==> config.mk <==
export PLATFORM = sky130hd
export DESIGN_NAME = reload_timer
export DESIGN_NICKNAME = d
export VERILOG_FILES = /design/src/rtl/rtmr_pkg.sv /design/src/rtl/rtmr_prescale.sv /design/src/rtl/rtmr_counter.sv /design/src/rtl/rtmr_ctrl.sv /design/src/rtl/reload_timer.sv
export SDC_FILE = /design/constraint.sdc
export NUM_CORES = 1
export LEC_CHECK = 0
export BUFFER_PORTS_ARGS = -buffer_cell sky130_fd_sc_hd__buf_2
export CORE_MARGIN = 3
export CORE_UTILIZATION = 28
export DETAILED_ROUTE_END_ITERATION = 12
export PLACE_DENSITY = 0.48
export SETUP_SLACK_MARGIN = 0.05
export SYNTH_ARGS = -nofsm -noshare
export SYNTH_HDL_FRONTEND = slang
export SYNTH_SLANG_ARGS = --single-unit
==> constraint.sdc <==
create_clock -name clk -period 3.42 [get_ports clk]
set_input_delay 0 -clock clk [delete_from_list [all_inputs] [get_ports clk]]
set_output_delay 0 -clock clk [all_outputs]
set_load 0.02 [all_outputs]
==> src/rtl/rtmr_pkg.sv <==
package rtmr_pkg;
  // control register bit positions that software relies on
  localparam int B_PSC  = 0;
  localparam int B_EDGE = 3;
  localparam int B_UIE  = 5;
  localparam int B_CAP  = 6;
  localparam int B_UF   = 8;
  localparam int B_CAPF = 9;
  localparam int USED_CTRL_BITS = 10;

  // word addresses
  localparam int A_RELOAD = 0;
  localparam int A_COUNT  = 1;
  localparam int A_CTRL   = 2;
endpackage

==> src/rtl/rtmr_prescale.sv <==
module rtmr_prescale #(
  parameter int RATIOS = 5,
  parameter int CODE_W = 3
) (
  input  logic              clk,
  input  logic              rst_n,
  input  logic              run,
  input  logic              clear,
  input  logic [CODE_W-1:0] code,
  output logic              tick
);
  localparam int PW    = 2 * RATIOS;
  localparam int CODES = 2 ** CODE_W;

  logic [PW-1:0]    pcnt_q, pcnt_d;
  logic [CODES-1:0] term;

  // terminal count for code g is 4^(g+1)-1; codes beyond RATIOS never match
  for (genvar g = 0; g < CODES; g++) begin : g_term
    if (g < RATIOS) begin : g_ok
      assign term[g] = &pcnt_q[2*g+1:0];
    end else begin : g_rsv
      assign term[g] = 1'b0;
    end
  end

  assign tick = run && term[code];

  always_comb begin
    pcnt_d = pcnt_q;
    if (clear) begin
      pcnt_d = '0;
    end else if (run) begin
      pcnt_d = tick ? '0 : pcnt_q + 1'b1;
    end
  end

  always_ff @(posedge clk or negedge rst_n) begin
    if (!rst_n) pcnt_q <= '0;
    else        pcnt_q <= pcnt_d;
  end
endmodule

==> src/rtl/rtmr_counter.sv <==
module rtmr_counter #(
  parameter int W = 32
) (
  input  logic         clk,
  input  logic         rst_n,
  input  logic         tick,
  input  logic         cor_wr,
  input  logic         cnt_wr,
  input  logic [W-1:0] wdata,
  output logic [W-1:0] cnt_q,
  output logic [W-1:0] cor_q,
  output logic         uflow
);
  logic [W-1:0] cnt_d, cor_d;
  logic         at_zero;

  assign at_zero = (cnt_q == '0);
  // a bus write to the count takes the cycle, so no underflow is reported then
  assign uflow   = tick && at_zero && !cnt_wr;

  always_comb begin
    cnt_d = cnt_q;
    cor_d = cor_q;
    if (cor_wr) cor_d = wdata;
    if (cnt_wr) begin
      cnt_d = wdata;
    end else if (tick) begin
      cnt_d = at_zero ? cor_q : cnt_q - 1'b1;
    end
  end

  always_ff @(posedge clk or negedge rst_n) begin
    if (!rst_n) begin
      cnt_q <= '1;
      cor_q <= '1;
    end else begin
      cnt_q <= cnt_d;
      cor_q <= cor_d;
    end
  end
endmodule

==> src/rtl/rtmr_ctrl.sv <==
module rtmr_ctrl #(
  parameter int CTRL_W = 16,
  parameter int CODE_W = 3
) (
  input  logic              clk,
  input  logic              rst_n,
  input  logic              wr_en,
  input  logic [CTRL_W-1:0] wdata,
  input  logic              uf_set,
  output logic [CTRL_W-1:0] ctrl_rd,
  output logic [CODE_W-1:0] psc,
  output logic              uie,
  output logic              uf
);
  import rtmr_pkg::*;
  localparam int RSV_W = CTRL_W - USED_CTRL_BITS;

  logic [CODE_W-1:0] psc_q, psc_d;
  logic [1:0]        edge_q, edge_d, cap_q, cap_d;
  logic              uie_q, uie_d, capf_q, capf_d, uf_q, uf_d;

  always_comb begin
    psc_d  = psc_q;
    edge_d = edge_q;
    cap_d  = cap_q;
    uie_d  = uie_q;
    capf_d = capf_q;
    uf_d   = uf_q;
    if (wr_en) begin
      psc_d  = wdata[B_PSC +: CODE_W];
      edge_d = wdata[B_EDGE +: 2];
      uie_d  = wdata[B_UIE];
      cap_d  = wdata[B_CAP +: 2];
      capf_d = wdata[B_CAPF];
      if (!wdata[B_UF]) uf_d = 1'b0;
    end
    // hardware set outranks a software clear
    if (uf_set) uf_d = 1'b1;
  end

  always_ff @(posedge clk or negedge rst_n) begin
    if (!rst_n) begin
      psc_q  <= '0;
      edge_q <= '0;
      cap_q  <= '0;
      uie_q  <= 1'b0;
      capf_q <= 1'b0;
      uf_q   <= 1'b0;
    end else begin
      psc_q  <= psc_d;
      edge_q <= edge_d;
      cap_q  <= cap_d;
      uie_q  <= uie_d;
      capf_q <= capf_d;
      uf_q   <= uf_d;
    end
  end

  assign ctrl_rd = {{RSV_W{1'b0}}, capf_q, uf_q, cap_q, uie_q, edge_q, psc_q};
  assign psc     = psc_q;
  assign uie     = uie_q;
  assign uf      = uf_q;
endmodule

==> src/rtl/reload_timer.sv <==
module reload_timer #(
  parameter int DATA_W     = 32,
  parameter int CTRL_W     = 16,
  parameter int ADDR_W     = 2,
  parameter int PSC_RATIOS = 5
) (
  input  logic              clk,
  input  logic              rst_n,
  input  logic              start,
  input  logic              sel,
  input  logic              we,
  input  logic [ADDR_W-1:0] addr,
  input  logic [DATA_W-1:0] wdata,
  output logic [DATA_W-1:0] rdata,
  output logic              irq
);
  import rtmr_pkg::*;
  localparam int CODE_W = $clog2(PSC_RATIOS);
  localparam logic [ADDR_W-1:0] AD_RELOAD = ADDR_W'(A_RELOAD);
  localparam logic [ADDR_W-1:0] AD_COUNT  = ADDR_W'(A_COUNT);
  localparam logic [ADDR_W-1:0] AD_CTRL   = ADDR_W'(A_CTRL);

  logic              wr, tcor_wr, tcnt_wr, tcr_wr;
  logic              tick, uflow, uie, uf;
  logic [CODE_W-1:0] psc;
  logic [DATA_W-1:0] tcnt_q, tcor_q;
  logic [CTRL_W-1:0] ctrl_rd;

  assign wr      = sel && we;
  assign tcor_wr = wr && (addr == AD_RELOAD);
  assign tcnt_wr = wr && (addr == AD_COUNT);
  assign tcr_wr  = wr && (addr == AD_CTRL);

  rtmr_prescale #(.RATIOS(PSC_RATIOS), .CODE_W(CODE_W)) u_psc (
    .clk(clk), .rst_n(rst_n), .run(start), .clear(tcr_wr),
    .code(psc), .tick(tick)
  );

  rtmr_counter #(.W(DATA_W)) u_cnt (
    .clk(clk), .rst_n(rst_n), .tick(tick), .cor_wr(tcor_wr),
    .cnt_wr(tcnt_wr), .wdata(wdata), .cnt_q(tcnt_q), .cor_q(tcor_q),
    .uflow(uflow)
  );

  rtmr_ctrl #(.CTRL_W(CTRL_W), .CODE_W(CODE_W)) u_ctl (
    .clk(clk), .rst_n(rst_n), .wr_en(tcr_wr), .wdata(wdata[CTRL_W-1:0]),
    .uf_set(uflow), .ctrl_rd(ctrl_rd), .psc(psc), .uie(uie), .uf(uf)
  );

  always_comb begin
    rdata = '0;
    if (sel) begin
      if (addr == AD_RELOAD)     rdata = tcor_q;
      else if (addr == AD_COUNT) rdata = tcnt_q;
      else if (addr == AD_CTRL)  rdata = {{(DATA_W-CTRL_W){1'b0}}, ctrl_rd};
    end
  end

  assign irq = uf && uie;
endmodule

==> results.md <==
* Antenna Cells at 0
* Clk slew on worst S/H paths at 0.06 ns
* Slowest stage delay, CP at 0.64 ns
* CP Launch Type: flop
* Largest net degree at the start of global routing at 57
* DRC errors left at 0
* Drt pass-1 iters at 4
* Share of the synthesized area in the top cell type at 31.1%
* Worst Setup End Kind: flop
* Resized Gates After CTS at 0
* #FFs+latches synth at 84
* Layout net count at 741
* Syn Area/Cell at 8.90 um2
* EDFF count, synth at 0
* Max Slew Vio Count at 0
* Initial detailed-routing violation count at 343
* Max FO, Critical Path at 15
* Worst path cell trace: or4_1 -> or3_1 -> nor4_4 -> buf_4 -> nor3_1 -> a21o_1 -> o31ai_2
* VDD IR max at 243 uV
* Core area at 0.0188 mm2
* Clock root buffer: clkbuf_16
* Routed len/inst at 18.1 um
* Fillers at 1979
* Final min period at 2.91 ns
* Worst Hold Launch: start
* Relative slew slack at 30.1%
* Post-route setup TNS at 0 ns
* Final number of setup-violating endpoints at 0
* Main flop type after synthesis: dfstp_2
* Total Die Area at 0.0210 mm2
* Tcrit/Tclk final at 85.0%
* # rows at 50
* Setup Skew at 0.00541 ns
* Initial antenna violation count at 0
* Synth area leader: dfstp_2
* Fmax at 344 MHz
* Final HPWL DP at 12100 um
* Area Overhead vs Synth at 23.9%
* # IOs at 72
* Setup Fix Bufs, Post-CTS at 0
* H-tree depth at 3
* Power Dens Cells at 574 mW/mm2
* GRT Total Usage at 16.5%
* Num Clock Sinks at 84
* Data required time of the worst path at 3.68 ns
* Final hold viol count at 0
* Post-Synthesis Cell Area at 0.00541 mm2
* Clock Latency Late Sink at 0.35 ns
* Crit Path Category: flop to flop
* CTS max path bufs at 2
* Status: completed
* Mapped Cells at 607
* Yosys warns at 0
* WP data arrival at 3.17 ns
* Via count at 4972
* Worst-Margin Slew at 1.05 ns
* Hold-fix buffer count after cts at 33
* Leakage at 2.76 nW
* Slowest CP cell: or4_1
* Dpl cells at 915
* GPL Wtd Cong at 0.855
* Worst hold path type: input pin to flop
* Port Buf Inserts at 71
* Ys async rst share at 100%
* CP startpoint: u_cnt.cnt_q[9]
* Total Wirelength at 17400 um
* Most common cell in the netlist: nand2_1
* Yosys cell types at 65
* Top cells by count, synth: 71 x nand2_1, 64 x dfstp_2, 64 x nor2_1
* Die Height at 145 um
* RSZ-0062 raised after global routing: no
* Inserted Clock Buffers at 9
* Max Cap Viol at 0
* Net Count, Synth at 649
* Vias in the first global route at 5096
* Final ANT Viol Nets at 0
* Vias per inst at 5.16
* Ranking of synthesized cells by area: dfstp_2 31%, dfrtp_1 9.3%, mux2_2 6.9%
* First-pass GRT wire length at 28300 um
* Grt total ovfl at 0
* Flop2flop setup slack at 0.51 ns
* Part of the Yosys area used for sequential elements at 40.4%
* FF-to-FF Start: u_cnt.cnt_q[9]
* CTS tree: done
* Layout cells sized above 1 at 30.4%
* Die Width at 145 um
* Initial Utilization at 28.7%
* Cell Count, Final, Fillers Out at 964
-- power by group --
group,total [mW],internal [mW],switching (mW)
clock,1.05,0.637,0.415
combinational,1.02,0.500,0.524
sequential,1.77,1.42,0.351
total,3.84,2.56,1.29
-- stage by stage --
step / utilization [%] / setup slack [ns] / power, mW / hold WS (ns) / instance area (um2)
2_1_floorplan: - / 0.929 / 2.42 / -0.296 / 5410
3_3_place_gp: 32.2 / 0.636 / 2.75 / 0.132 / 6060
3_5_place_dp: 32.2 / 0.566 / 2.78 / 0.140 / 6060
4_1_cts: 35.6 / 0.538 / 3.88 / 0.147 / 6700
5_1_grt: 35.6 / 0.410 / 4.09 / 0.190 / 6700
6_report: 35.6 / 0.512 / 3.84 / 0.155 / 6700
-- per-layer routing --
metal | wire length, um | vias up | track usage [%]
li1 | - | 2391 | -
met1 | 8500 | 2463 | 23.0
met2 | 7890 | 104 | 26.6
met3 | 793 | 14 | 2.28
met4 | 229 | 0 | 5.37
met5 | 0 | - | 0
-- cells in the final DEF, fill, tap and decap left out, types with 3 or more instances in the layout --
master	synthesis	layout
nand2_1	71	71
buf_2	0	70
nor2_1	64	64
dfstp_2	64	64
o21ai_0	39	39
mux2i_1	34	34
mux2_2	33	33
dlygate4sd3_1	0	33
a21oi_1	31	31
nand3_1	22	22
buf_4	0	22
nor3_1	22	21
dfrtp_1	20	20
and2_1	12	12
o211ai_1	12	12
o31ai_1	9	9
clkbuf_16	0	9
or3_1	8	8
nor4_1	7	7
and3_1	7	7
inv_1	6	6
a2bb2oi_1	6	6
nand4_1	6	6
a211oi_1	6	6
nand2b_1	5	5
nor2b_1	5	5
xnor2_1	5	5
o21ai_1	4	4
a31oi_1	4	4
a211o_1	4	4
nor4b_1	3	3
or4_1	3	3
a21o_1	3	3
o2111ai_1	3	3
nor3b_1	3	3
o22ai_1	3	3
xor2_1	3	3
o41ai_1	3	3
ha_1	3	3
-- cell type report --
cell class	instances	area [um2]	area share (%)
clock buffer	11	233	3.47
clock inverter	5	76.3	1.14
inverter	6	22.5	0.336
multi-input combinational	473	3010	45.0
sequential	84	2180	32.6
tap	260	325	4.86
timing repair buffer	125	846	12.6
-- state kept, by name, summed over array words and instances (netlist names) --
name	cells
u_ctl.edge_q	2
u_ctl.cap_q	2
u_psc.pcnt_q	10
u_ctl.capf_q	1
u_ctl.psc	3
u_cnt.cor_q	32
u_ctl.uf	1
u_cnt.cnt_q	32
u_ctl.uie	1
-- final timing paths --
path                                    to  depth (start not counted)
max                        u_cnt.cnt_q[27]                          7
min                        u_cnt.cnt_q[15]                          4
max reg2reg                u_cnt.cnt_q[27]                          7
min reg2reg                 u_ctl.cap_q[1]                          2
max in group asynchronous   u_cnt.cor_q[1]                          3
min in group asynchronous     u_ctl.capf_q                          2
-- logic make-up (layout without fill, tap and decap cells) --
logic type | after synthesis | count (layout) | synth area share, %
AOI/OAI and AO/OA | 144 | 144 | 17.4
xor gates and xnor gates | 8 | 8 | 1.30
adders and majority gates | 3 | 3 | 0.695
buffers and inverters | 50 | 147 | 3.96
DFF | 84 | 84 | 40.4
muxes | 67 | 67 | 13.2
and+or+nand+nor | 251 | 251 | 23.1
-- critical path: cells and delay by family, from the launching register on --
| kind | cells | cell delay (ns) |
|---|---|---|
| AOI/OAI and AO/OA | 2 | 0.39 |
| buffers and inverters | 1 | 0.31 |
| DFF | 1 | 0.40 |
| and+or+nand+nor | 4 | 1.72 |
(Power assumes the default switching activity.)
